## src/rtl/admin_cmd_engine.sv

```systemverilog
`timescale 1ns/1ps
module admin_cmd_engine #(
  parameter int          PAGE_SHIFT    = 12,
  parameter int          SLOT_BYTES    = 64,
  parameter int          STATUS_OFF    = 4,
  parameter logic [31:0] BAD_OP_STATUS = 32'h0000_0001,
  localparam int         SLOTS         = (1 << PAGE_SHIFT) / SLOT_BYTES,
  localparam int         SLOT_W        = $clog2(SLOTS),
  localparam int         AW            = 32 + PAGE_SHIFT
) (
  input  logic          clk,
  input  logic          rst_n,
  input  logic          base_wr,
  input  logic [31:0]   base_wdata,
  input  logic          db_wr,
  input  logic [31:0]   db_wdata,
  input  logic [31:0]   stub_status,
  output logic [31:0]   base_rdata,
  output logic [31:0]   event_count,
  output logic          db_err,
  output logic          dev_reset,
  output logic          mem_req,
  output logic          mem_we,
  output logic [AW-1:0] mem_addr,
  output logic [31:0]   mem_wdata,
  input  logic          mem_ready,
  input  logic          mem_rvalid,
  input  logic [31:0]   mem_rdata
);
  function automatic logic [31:0] bswap(input logic [31:0] v);
    return {v[7:0], v[15:8], v[23:16], v[31:24]};
  endfunction

  typedef enum logic [1:0] {S_IDLE, S_RD, S_RWAIT, S_WR} st_t;

  st_t         st;
  logic [31:0] pfn, db_cnt, exec_cnt, status_q, pending;
  logic [AW-1:0] slot_addr;
  logic        busy;

  assign pending     = db_cnt - exec_cnt;
  assign db_err      = pending > 32'(SLOTS);
  assign busy        = st != S_IDLE;
  assign slot_addr   = {pfn, {PAGE_SHIFT{1'b0}}}
                     + AW'(exec_cnt[SLOT_W-1:0]) * AW'(SLOT_BYTES);
  assign mem_req     = busy && st != S_RWAIT;
  assign mem_we      = st == S_WR;
  assign mem_addr    = slot_addr + (mem_we ? AW'(STATUS_OFF) : AW'(0));
  assign mem_wdata   = bswap(status_q);
  assign base_rdata  = bswap(pfn);
  assign event_count = bswap(exec_cnt);

  always_ff @(posedge clk) begin
    if (!rst_n) begin
      st        <= S_IDLE;
      pfn       <= '0;
      db_cnt    <= '0;
      exec_cnt  <= '0;
      status_q  <= '0;
      dev_reset <= 1'b0;
    end else begin
      dev_reset <= 1'b0;
      if (base_wr && base_wdata == 32'h0) begin
        pfn       <= '0;
        db_cnt    <= '0;
        exec_cnt  <= '0;
        st        <= S_IDLE;
        dev_reset <= 1'b1;
      end else begin
        if (base_wr) pfn <= bswap(base_wdata);
        if (db_wr && pfn != 32'h0) db_cnt <= bswap(db_wdata);
        case (st)
          S_IDLE:  if (pfn != 32'h0 && pending != 32'h0 && !db_err) st <= S_RD;
          S_RD:    if (mem_ready) st <= S_RWAIT;
          S_RWAIT: if (mem_rvalid) begin
                     status_q <= (bswap(mem_rdata) == 32'h0) ? BAD_OP_STATUS : stub_status;
                     st       <= S_WR;
                   end
          S_WR:    if (mem_ready) begin
                     exec_cnt <= exec_cnt + 32'd1;
                     st       <= S_IDLE;
                   end
          default: st <= S_IDLE;
        endcase
      end
    end
  end
endmodule

```

## config.mk

```make
export PLATFORM = sky130hd
export DESIGN_NAME = admin_cmd_engine
export DESIGN_NICKNAME = d
export VERILOG_FILES = /design/src/rtl/admin_cmd_engine.sv
export SDC_FILE = /design/constraint.sdc
export NUM_CORES = 1
export LEC_CHECK = 0
export CAP_MARGIN = 10
export CORE_ASPECT_RATIO = 1.4
export CORE_UTILIZATION = 45
export CTS_BUF_LIST = sky130_fd_sc_hd__clkbuf_4
export CTS_CLUSTER_SIZE = 30
export DETAILED_ROUTE_END_ITERATION = 8
export DONT_BUFFER_PORTS = 1
export HOLD_SLACK_MARGIN = 0.12
export PLACE_DENSITY = 0.68
export SYNTH_ARGS = -nofsm -noshare
export SYNTH_HDL_FRONTEND = slang
export SYNTH_SLANG_ARGS = --single-unit
```

## constraint.sdc

```tcl
create_clock -name clk -period 5.3 [get_ports clk]
set_input_delay 1.06 -clock clk [delete_from_list [all_inputs] [get_ports clk]]
set_output_delay 1.06 -clock clk [all_outputs]
set_load 0.05 [all_outputs]
```

### Word level (Yosys, flattened, before mapping)

Cells that the tools add are included.

* register bits: 131
* logic and storage cells: 45
* input bits: 134

* equality and inequality tests: 8
* bitwise logic cells: 2
* magnitude comparators: 1
* mux-type cells: 8
* add/sub/neg operators: 4
* reductions and logical operators: 16

Operators with widths (count)
* $logic_not 32->1: 2
* $reduce_bool 32->1: 2
* $add 44x12->44: 1
* $add 44x3->44: 1
* $add 32x1->32 const B: 1
* $gt 32x7->1 const B: 1
* $mux 32: 1
* $sub 32x32->32: 1
* $mux 2: 4
* $ne 2x2->1 const B: 4
* $pmux 2 s4: 1
* $logic_and 1x1->1: 5
* $eq 2x2->1 const B: 2
* $reduce_and 4->1: 1
* $mux 3: 1
* $reduce_and 3->1: 1
* $eq 2x1->1 const B: 1
* $logic_not 2->1: 1
* $ne 2x1->1 const B: 1
* $not 1->1: 2
* $reduce_and 2->1: 1
* $reduce_bool 2->1: 1
* $reduce_or 2->1: 1
* $logic_not 1->1: 1
* $mux 1: 1

### Logic depth before layout (Yosys ltp)

Gate-level depths: netlist of the first run.

* depth after elaboration: 6
* depth in mapped cells: 15

### Worst setup path before layout of the first run

Ideal clock, no wire load.

* kind: reg2out
* from: reg exec_cnt[0]
* to: out db_err
* stages on the path, launching flop included: 15
* buffers on the path: 1
* slack: -163 ps
* arrival time: 4403 ps
* data required time: 4240 ps
* cell sequence: dfxtp_1 > ha_1 > inv_1 > fa_1 > a21o_2 > a221o_1 > buf_6 > a31o_1 > xnor2_1 > o221ai_1 > or3_1 > nor4_1 > nand4_1 > or4_1 > or4_1

* longest elaborated chain between the ends: 2

RTL lines
* start, declared: RTL line 37 `logic [31:0] pfn, db_cnt, exec_cnt, status_q, pending;`
* start signal, assigned: RTL line 80 `exec_cnt <= exec_cnt + 32'd1;`
* $sub 32x32->32: RTL line 41 `assign pending = db_cnt - exec_cnt;`
* $gt 32x7->1: RTL line 42 `assign db_err = pending > 32'(SLOTS);`
* end, declared: RTL line 20 `output logic db_err,`

No other way between the ends.

### Worst setup path in the final report of the first run

Ends and elaborated chain as after synthesis.

==> impl_metrics.env, run 1 <==
export IMPL_wl_mm=22.1
export IMPL_h_tree_depth=4
export IMPL_slowest_delay_ns=0.53
export IMPL_crit_cells=16
export IMPL_first_iter_violations=373
export IMPL_drc=0
export IMPL_vias_per_cell=5.74
export IMPL_cts_tree="done"
export IMPL_synth_top_area_share_pct=33.0
export IMPL_path_cells="ha_4 > inv_2 > fa_2 > a21o_2 > a221o_1 > buf_6 > buf_6 > a311oi_4 > a21oi_2 > a21oi_2 > xnor2_1 > nor3_1 > nand4_1 > or4_4 > or4_4 > buf_8"
export IMPL_syn_area_per_cell_um2=8.08
export IMPL_async_flop_share_pct=0
export IMPL_cts_buffer_depth=2
export IMPL_drt_pass1_iterations=6
export IMPL_tightest_slew_ns=1.09
export IMPL_rows=57
export IMPL_portBuffers=0
export IMPL_min_from="db_cnt[17]"
export IMPL_fin_area_um2=8550
export IMPL_place_congestion=0.959
export IMPL_final_setup_worst_slack_ns=-0.106
export IMPL_maxCapViolCount=0
export IMPL_setup_violations=1
export IMPL_synth_cell_types=72
export IMPL_violations="setup timing"
export IMPL_critical_path_class="reg -> out"
export IMPL_grt_usage_pct=23.9
export IMPL_cp_data_required_time_ns=4.24
export IMPL_crit_buf_inv=4
export IMPL_finalClockSkew_ns=0.0284
export IMPL_place_ws_ns=0.175
export IMPL_vias=7015
export IMPL_postPlaceCellArea_um2=8070
export IMPL_io_pins=278
export IMPL_ir_drop_mv=0.223
export IMPL_finalHoldViolCount=0
export IMPL_finalMaxSlewViolations=0
export IMPL_grt_max_degree=75
export IMPL_period_minus_slack_ns=5.41
export IMPL_numClockSinks=131
export IMPL_cp_data_arrival_time_ns=4.35
export IMPL_netlist_area_um2=7950
export IMPL_fmax_ghz=0.185
export IMPL_hold_depth=2
export IMPL_final_common_cell="nor2_1"
export IMPL_hold_buffers=0
export IMPL_fin_setup_tns_ns=-0.106
export IMPL_synth_top_area_cell="dfxtp_1"
export IMPL_grt_pass1_vias=6612
export IMPL_r2r_start="exec_cnt[14]"
export IMPL_antenna_found_initial=3
export IMPL_outcome="complete, but fails checks"
export IMPL_hold_path_class="reg -> reg"
export IMPL_dpl_hpwl_mm=17.0
export IMPL_final_antenna_net_count=0
export IMPL_p_total_w=0.00235
export IMPL_crit_path_max_fanout=4
export IMPL_max_slew_margin_pct=27.1
export IMPL_num_fill_cells=1734
export IMPL_final_nets=1141
export IMPL_synth_edff_count=0
export IMPL_crit_family="simple AND/OR/NAND/NOR gates"
export IMPL_rsz0062_at_grt="yes"
export IMPL_die_y_um=159
export IMPL_ys_flop_type="dfxtp_1"
export IMPL_mostFrequentLayoutCells="163 x nor2_1, 128 x dfxtp_1, 77 x a21oi_1"
export IMPL_synthCells=984
export IMPL_drive_gt1_share_pct=12.0
export IMPL_ys_seq_area_share_pct=33.0
export IMPL_grt_pass1_wl_mm=34.0
export IMPL_fp_coreArea_um2=17300
export IMPL_critical_path_slowest_cell="or4_4"
export IMPL_die_area_um2=18200
export IMPL_cts_buffers_inserted=17
export IMPL_path_clk_slew_ns=0.14
export IMPL_critPathLaunchType="register"
export IMPL_r2r_cells=12
export IMPL_p_leak_nw=3.51
export IMPL_startpoint="exec_cnt[0]"
export IMPL_end_kind="primary output"
export IMPL_yosys_warnings=0
export IMPL_p_per_area_nw_per_um2=274
export IMPL_die_x_um=114
export IMPL_period_share_pct=102
export IMPL_cts_root_buf="clkbuf_4"
export IMPL_grt_ovfl_total=0
export IMPL_initial_core_util_pct=45.9
export IMPL_wl_per_cell_um=18.0
export IMPL_insertion_delay_ns=0.56
export IMPL_area_growth_synth_to_final_pct=7.57
export IMPL_synthTopCellsByArea="dfxtp_1 33%, mux2i_1 8.8%, nor2_1 7.7%"
export IMPL_ys_ff_latch=131
export IMPL_hold_slack_ns=0.519
-- metrics by stage --
stage	utilization, %	cells
finish	49.4	1223
floorplan	-	988
detailed placement	46.6	1178
global route	49.3	1222
global placement	46.6	1178
CTS	48.5	1214
-- cells in the mapped netlist (3+ instances only) --
library cell and n:
nor2_1 164, dfxtp_1 131, a21oi_1 80, mux2i_1 70
nand2_1 54, inv_1 47, buf_4 44, ha_1 36
xnor2_1 35, nor3b_1 34, clkbuf_1 33, nor4_1 25
o21ai_0 24, nand3_1 20, a21o_1 16, nor3_1 15
nand4_1 14, and3_1 10, or3_1 9, a31oi_1 8
a211oi_1 7, buf_1 7, o211ai_1 7, xor2_1 7
nand2b_1 6, a21boi_0 5, buf_6 5, and2_1 4
nor2b_1 4, o2111ai_1 4, a32oi_1 3, o21a_1 3
o21bai_1 3
-- state kept, by name (all words and copies together), names as in the netlist --
name,count
st,2
status_q,32
db_cnt,32
exec_cnt,32
dev_reset,1
pfn,32
-- layout make-up --
| type | count | area [µm²] | area share [%] |
|---|---|---|---|
| multi-input cells | 720 | 4730 | 55.3 |
| flip-flops and latches | 131 | 2630 | 30.7 |
| repair buffers | 53 | 445 | 5.21 |
| well taps | 236 | 295 | 3.45 |
| inverters | 47 | 176 | 2.06 |
| clock inverters | 15 | 140 | 1.64 |
| clock buffers | 17 | 128 | 1.49 |
| diodes | 4 | 10.0 | 0.117 |
-- power by group --
group	switching (W)	internal (W)
combinational	0.000332	0.000221
clock	0.000450	0.000207
sequential	0.000120	0.00102
total	0.000901	0.00145
-- kinds of logic after synthesis --
| group | synth area share (%) |
|---|---|
| AOI/OAI and AO/OA | 15.3 |
| adders and majority gates | 5.92 |
| muxes | 8.81 |
| and+or+nand+nor | 23.3 |
| other | 0.0472 |
| DFF | 33.0 |
| xor gates and xnor gates | 4.63 |
| buffers and inverters | 9.03 |
-- worst paths after layout --
path / endpoint / slack [ns]
hold reg to reg: db_cnt[17] / 0.52
setup / recovery: db_err / -0.11
hold / removal: db_cnt[17] / 0.52
setup reg to reg: st[1] / 1.18
-- routing by layer --
metal	global-route usage (%)	part of all wire (%)	wire length, µm
met1	26.0	40	8770
met2	40.7	47	10400
met3	8.68	8.8	1940
met4	11.2	4.1	900
met5	0	0	0
-- worst min-delay path: cells and delay by family, from the launching register on --
family           cells  cell delay (ns)
AND/OR/NAND/NOR      1             0.07
multiplexers         1             0.07
flip-flops           1             0.35
-- what timing repair did --
item / CTS / global route
resized for setup: 9 / 15
setup buffers: 4 / 3
pin swaps: 8 / 15
setup endpoints to repair: 1 / 1
Note: power is estimated with default switching activity, not from simulation.
==> run 2, diff against run 1 <==
--- a/config.mk
+++ b/config.mk
@@ -6,7 +6,6 @@
 export NUM_CORES = 1
 export LEC_CHECK = 0
 export CAP_MARGIN = 10
-export CORE_ASPECT_RATIO = 1.4
 export CORE_UTILIZATION = 45
 export CTS_BUF_LIST = sky130_fd_sc_hd__clkbuf_4
 export CTS_CLUSTER_SIZE = 30
@@ -14,6 +13,7 @@
 export DONT_BUFFER_PORTS = 1
 export HOLD_SLACK_MARGIN = 0.12
 export PLACE_DENSITY = 0.68
+export SLEW_MARGIN = 0
 export SYNTH_ARGS = -nofsm -noshare
 export SYNTH_HDL_FRONTEND = slang
 export SYNTH_SLANG_ARGS = --single-unit
==> run 2 against run 1 <==
Against the previous run: die area is essentially flat; clock-buffer cell count unchanged; global-route usage increased by 0.72 points; the flow still finishes with violations (setup timing); maximum frequency fell by 0.38%; register-to-register slack got worse by 0.05 ns; sequential share of layout area shrank 0.090 points; critical path depth did not move; final cell count is 1.1% lower; combinational power grew 3%; via count is 0.48% lower; setup slack got worse by 0.021 ns.
==> impl_metrics.env, run 2 (same netlist as run 1, synthesis figures left out) <==
export IMPL_finalMaxSlewViolations=0
export IMPL_fmax_ghz=0.184
export IMPL_rows=48
export IMPL_first_iter_violations=392
export IMPL_period_share_pct=102
export IMPL_met1_usage_pct=29.7
export IMPL_final_nets=1144
export IMPL_die_x_um=135
export IMPL_portBuffers=0
export IMPL_hold_buffers=0
export IMPL_finalHoldViolCount=0
export IMPL_violations="setup timing"
export IMPL_vias=6981
export IMPL_multi_input_area_um2=4720
export IMPL_tightest_slew_ns=1.11
export IMPL_grt_pass1_wl_mm=34.8
export IMPL_wl_mm=22.5
export IMPL_vias_per_cell=5.77
export IMPL_use_met2_pct=40.3
export IMPL_grt_max_degree=82
export IMPL_final_common_cell="nor2_1"
export IMPL_num_fill_cells=1724
export IMPL_period_minus_slack_ns=5.43
export IMPL_cp_data_required_time_ns=4.24
export IMPL_max_slew_margin_pct=26.1
export IMPL_maxCapViolCount=0
export IMPL_finalClockSkew_ns=0.0247
export IMPL_use_met3_pct=8.78
export IMPL_mostFrequentLayoutCells="163 x nor2_1, 128 x dfxtp_1, 78 x a21oi_1"
export IMPL_final_antenna_net_count=0
export IMPL_die_area_um2=18200
export IMPL_p_switching_w=0.000865
export IMPL_p_leak_nw=3.53
export IMPL_seq_area_um2=2630
export IMPL_wl_per_cell_um=18.6
export IMPL_grt_ovfl_total=0
export IMPL_h_tree_depth=4
export IMPL_p_total_w=0.00243
export IMPL_grt_busiest_layer="met2"
export IMPL_antenna_found_initial=1
export IMPL_cts_buffers_inserted=17
export IMPL_sw_frac_of_total_pct=35.5
export IMPL_cts_root_buf="clkbuf_4"
export IMPL_initial_core_util_pct=46.0
export IMPL_drc=0
export IMPL_r2r_end="st[1]"
export IMPL_place_congestion=0.922
export IMPL_startpoint="db_cnt[0]"
export IMPL_outcome="complete, but fails checks"
export IMPL_dpl_hpwl_mm=17.4
export IMPL_crit_path_max_fanout=6
export IMPL_power_frac_seq_pct=46.2
export IMPL_clkPwrFrac_pct=30.6
export IMPL_dp_cells=1171
export IMPL_drive_gt1_share_pct=12.0
export IMPL_r2r_start="exec_cnt[14]"
export IMPL_path_clk_slew_ns=0.13
export IMPL_final_setup_worst_slack_ns=-0.127
export IMPL_internal_power_w=0.00157
export IMPL_stdcell_count=1210
export IMPL_cts_tree="done"
export IMPL_min_from="db_cnt[20]"
export IMPL_reg2reg_setup_slack_ns=1.13
export IMPL_grt_usage_pct=24.6
export IMPL_drt_pass1_iterations=5
export IMPL_critical_path_class="reg -> out"
export IMPL_diodes=0
export IMPL_rsz0062_at_grt="yes"
export IMPL_ir_drop_mv=0.203
export IMPL_hold_slack_ns=0.518
export IMPL_critPathLaunchType="register"
export IMPL_area_growth_synth_to_final_pct=7.88
export IMPL_numClockSinks=131
export IMPL_r2r_cells=12
export IMPL_p_per_area_nw_per_um2=284
export IMPL_hold_path_class="reg -> reg"
export IMPL_cp_data_arrival_time_ns=4.37
export IMPL_fp_coreArea_um2=17300
export IMPL_io_pins=278
export IMPL_p_comb_share_pct=23.2
export IMPL_die_y_um=135
export IMPL_cts_buffer_depth=2
export IMPL_insertion_delay_ns=0.54
export IMPL_grt_pass1_vias=6590
export IMPL_setup_violations=1
export IMPL_endpoint="db_err"
export IMPL_end_kind="primary output"
[run 2: cell types whose count changed in the layout (fill, tap and decap cells not counted), moves of 2 or more]
| cell | delta |
|---|---|
| bufinv_16 | +3 |
| inv_8 | -3 |
| diode_2 | -4 |
| buf_4 | +4 |
| inv_6 | -2 |
[run 2: critical path, stage by stage, from the launching register on]
cell and delay (ns):
dfxtp_2 0.35, inv_2 0.06, ha_4 0.12, inv_2 0.03
fa_2 0.33, a21o_2 0.20, a221o_2 0.42, buf_6 0.16
a311oi_4 0.25, a21oi_2 0.12, a21oi_2 0.23, xnor2_1 0.10
nor3_1 0.20, nand4_1 0.13, or4_4 0.54, or4_4 0.44
buf_8 0.17
[run 2: repair_timing]
action	CTS	global route
pin swaps	11	15
buffers inserted	4	2
gates resized for setup	14	7
setup endpoints to repair	1	1
[run 2: worst min-delay path by stage]
stage / end / slack (ns) / cells past startpoint
2_1_floorplan: db_cnt[0] / 0.46 / 2
3_3_place_gp: db_cnt[20] / 0.48 / 2
3_5_place_dp: db_cnt[20] / 0.49 / 2
4_1_cts: db_cnt[20] / 0.52 / 2
5_1_grt: db_cnt[29] / 0.55 / 2
6_report: db_cnt[20] / 0.52 / 2
[run 2: power by group through the flow]
stage | clock (W) | sequential [W] | combinational, W
floorplan | 0 | 0.00112 | 0.000477
global placement | 0 | 0.00114 | 0.000518
detailed placement | 0 | 0.00115 | 0.000524
CTS | 0.000766 | 0.00112 | 0.000538
global route | 0.000805 | 0.00113 | 0.000618
finish | 0.000744 | 0.00112 | 0.000566
[run 2: metrics by stage]
stage	setup TNS, ns	instance area, µm²	worst slack [ns]	util [%]
6_report	-0.127	8580	-0.127	49.6
5_1_grt	-0.344	8580	-0.344	49.6
4_1_cts	-0.352	8480	-0.352	49.0
3_5_place_dp	0	8090	0.105	46.8
3_3_place_gp	0	8090	0.154	46.8
2_1_floorplan	0	7970	0.0146	-
[run 2: cell type report]
class	count	share of cell area, %
clock buffers	17	1.49
clock inverters	14	2.10
inverters	47	2.06
multi-input cells	720	55.0
flip-flops and latches	131	30.6
well taps	225	3.28
repair buffers	56	5.41
[run 2: per-layer routing]
layer / up-vias / share of wire (%)
met3: 32 / 9.8
li1: 3396 / -
met5: - / 0.067
met2: 289 / 45
met1: 3262 / 43
met4: 2 / 2.2
==> run 3, diff against run 2 <==
--- a/config.mk
+++ b/config.mk
@@ -13,6 +13,7 @@
 export DONT_BUFFER_PORTS = 1
 export HOLD_SLACK_MARGIN = 0.12
 export PLACE_DENSITY = 0.68
+export RECOVER_POWER = 25
 export SLEW_MARGIN = 0
 export SYNTH_ARGS = -nofsm -noshare
 export SYNTH_HDL_FRONTEND = slang
==> run 3 against run 2 <==
Against the previous run: the flow still finishes with violations (setup timing); die area is the same; sequential cell count is the same; non-clock buffer count is the same; critical path depth is the same; final area shrank 1.4%; maximum frequency grew 0.21%; setup slack gained 0.011 ns; register-to-register slack is essentially flat; clock-buffer cell count is the same.
==> impl_metrics.env, run 3 (same netlist as run 1, synthesis figures left out) <==
export IMPL_finalHoldViolCount=0
export IMPL_finalClockSkew_ns=0.0236
export IMPL_violations="setup timing"
export IMPL_end_kind="primary output"
export IMPL_initial_core_util_pct=46.0
export IMPL_insertion_delay_ns=0.53
export IMPL_cts_buffer_depth=2
export IMPL_place_congestion=0.922
export IMPL_setup_violations=1
export IMPL_ir_drop_mv=0.200
export IMPL_final_setup_worst_slack_ns=-0.115
export IMPL_num_fill_cells=1752
export IMPL_antenna_found_initial=1
export IMPL_die_y_um=135
export IMPL_die_area_um2=18200
export IMPL_area_growth_synth_to_final_pct=6.33
export IMPL_period_share_pct=102
export IMPL_min_from="db_cnt[20]"
export IMPL_cts_buffers_inserted=17
export IMPL_p_per_area_nw_per_um2=287
export IMPL_tightest_slew_ns=1.40
export IMPL_hold_buffers=0
export IMPL_p_leak_nw=3.40
export IMPL_reg2reg_setup_slack_ns=1.14
export IMPL_finalMaxSlewViolations=0
export IMPL_wl_per_cell_um=18.6
export IMPL_maxCapViolCount=0
export IMPL_clkPwrFrac_pct=30.5
export IMPL_dpl_hpwl_mm=17.4
export IMPL_p_total_w=0.00243
export IMPL_hold_slack_ns=0.517
export IMPL_rows=48
export IMPL_fp_coreArea_um2=17300
export IMPL_hold_path_class="reg -> reg"
export IMPL_p_comb_share_pct=23.2
export IMPL_fmax_ghz=0.185
export IMPL_numClockSinks=131
export IMPL_vias_per_cell=5.78
export IMPL_crit_path_max_fanout=6
export IMPL_period_minus_slack_ns=5.42
export IMPL_drive_gt1_share_pct=8.63
export IMPL_cts_tree="done"
export IMPL_max_slew_margin_pct=6.77
export IMPL_mostFrequentLayoutCells="163 x nor2_1, 128 x dfxtp_1, 78 x a21oi_1"
export IMPL_final_common_cell="nor2_1"
export IMPL_io_pins=278
export IMPL_critPathLaunchType="register"
export IMPL_r2r_start="exec_cnt[14]"
export IMPL_grt_pass1_wl_mm=34.8
export IMPL_sw_frac_of_total_pct=35.4
export IMPL_cts_root_buf="clkbuf_4"
export IMPL_h_tree_depth=4
export IMPL_diodes=0
export IMPL_p_switching_w=0.000860
export IMPL_path_clk_slew_ns=0.12
export IMPL_vias=6992
export IMPL_die_x_um=135
export IMPL_final_antenna_net_count=0
export IMPL_grt_pass1_vias=6590
export IMPL_startpoint="db_cnt[0]"
export IMPL_grt_ovfl_total=0
export IMPL_power_frac_seq_pct=46.3
export IMPL_drt_pass1_iterations=6
export IMPL_final_nets=1144
export IMPL_cp_data_required_time_ns=4.24
export IMPL_rsz0062_at_grt="yes"
export IMPL_first_iter_violations=423
export IMPL_outcome="complete, but fails checks"
export IMPL_drc=0
export IMPL_wl_mm=22.5
export IMPL_grt_max_degree=82
export IMPL_cp_data_arrival_time_ns=4.36
export IMPL_grt_usage_pct=24.6
export IMPL_internal_power_w=0.00157
export IMPL_portBuffers=0
export IMPL_critical_path_class="reg -> out"
==> run 3: cell count changes in the layout (fill, tap and decap cells not counted), sizes merged <==
cell / delta
buf: -33
clkbuf: +33
==> run 3: layout make-up <==
cell class              count  area, µm²  area share (%)
clock buffers              17        128            1.51
clock inverters            14        180            2.13
inverters                  47        176            2.09
multi-input cells         720       4720            55.9
flip-flops and latches    131       2630            31.1
well taps                 225        282            3.33
repair buffers             56        340            4.03
==> run 3: repair_timing <==
item,4_1_cts,5_1_grt
gates resized for setup,14,7
endpoints found under the setup margin,1,1
pin swaps,11,15
setup buffers,4,2
==> run 3: power by group through the flow <==
stage,clock network [W],logic (W),registers (W)
5_1_grt,0.000805,0.000615,0.00113
3_3_place_gp,0,0.000518,0.00114
4_1_cts,0.000766,0.000538,0.00112
3_5_place_dp,0,0.000524,0.00115
6_report,0.000741,0.000562,0.00112
2_1_floorplan,0,0.000477,0.00112
==> run 3: critical path: stages (launching register included) <==
cell and delay (ns):
dfxtp_2 0.35, inv_2 0.06, ha_4 0.12, inv_2 0.03, fa_2 0.33, a21o_2 0.20
a221o_2 0.42, buf_6 0.16, a311oi_4 0.25, a21oi_2 0.12, a21oi_2 0.23, xnor2_1 0.10
nor3_1 0.19, nand4_1 0.13, or4_4 0.54, or4_4 0.44, buf_8 0.17
==> run 3: routing by layer <==
layer  vias up  global-route usage [%]  routed length, µm
li1       3401                       -                  -
met4         2                    8.68                508
met3        36                    8.78               2190
met1      3244                    29.7               9530
met5         -                       0                 15
met2       309                    40.3              10200
==> run 3: through the flow <==
step | cell area [µm²] | util, % | cells | setup TNS (ns) | worst slack, ns
6_report | 8450 | 48.9 | 1210 | -0.115 | -0.115
5_1_grt | 8450 | 48.9 | 1210 | -0.344 | -0.344
4_1_cts | 8480 | 49.0 | 1206 | -0.352 | -0.352
3_5_place_dp | 8090 | 46.8 | 1171 | 0 | 0.105
3_3_place_gp | 8090 | 46.8 | 1171 | 0 | 0.154
2_1_floorplan | 7970 | - | 988 | 0 | 0.0146
==> run 3: path summary, 6_finish.rpt <==
check	to	depth (start not counted)
worst min register to register	db_cnt[20]	2
worst min-delay path	db_cnt[20]	2
worst max register to register	st[1]	12
worst max-delay path	db_err	16
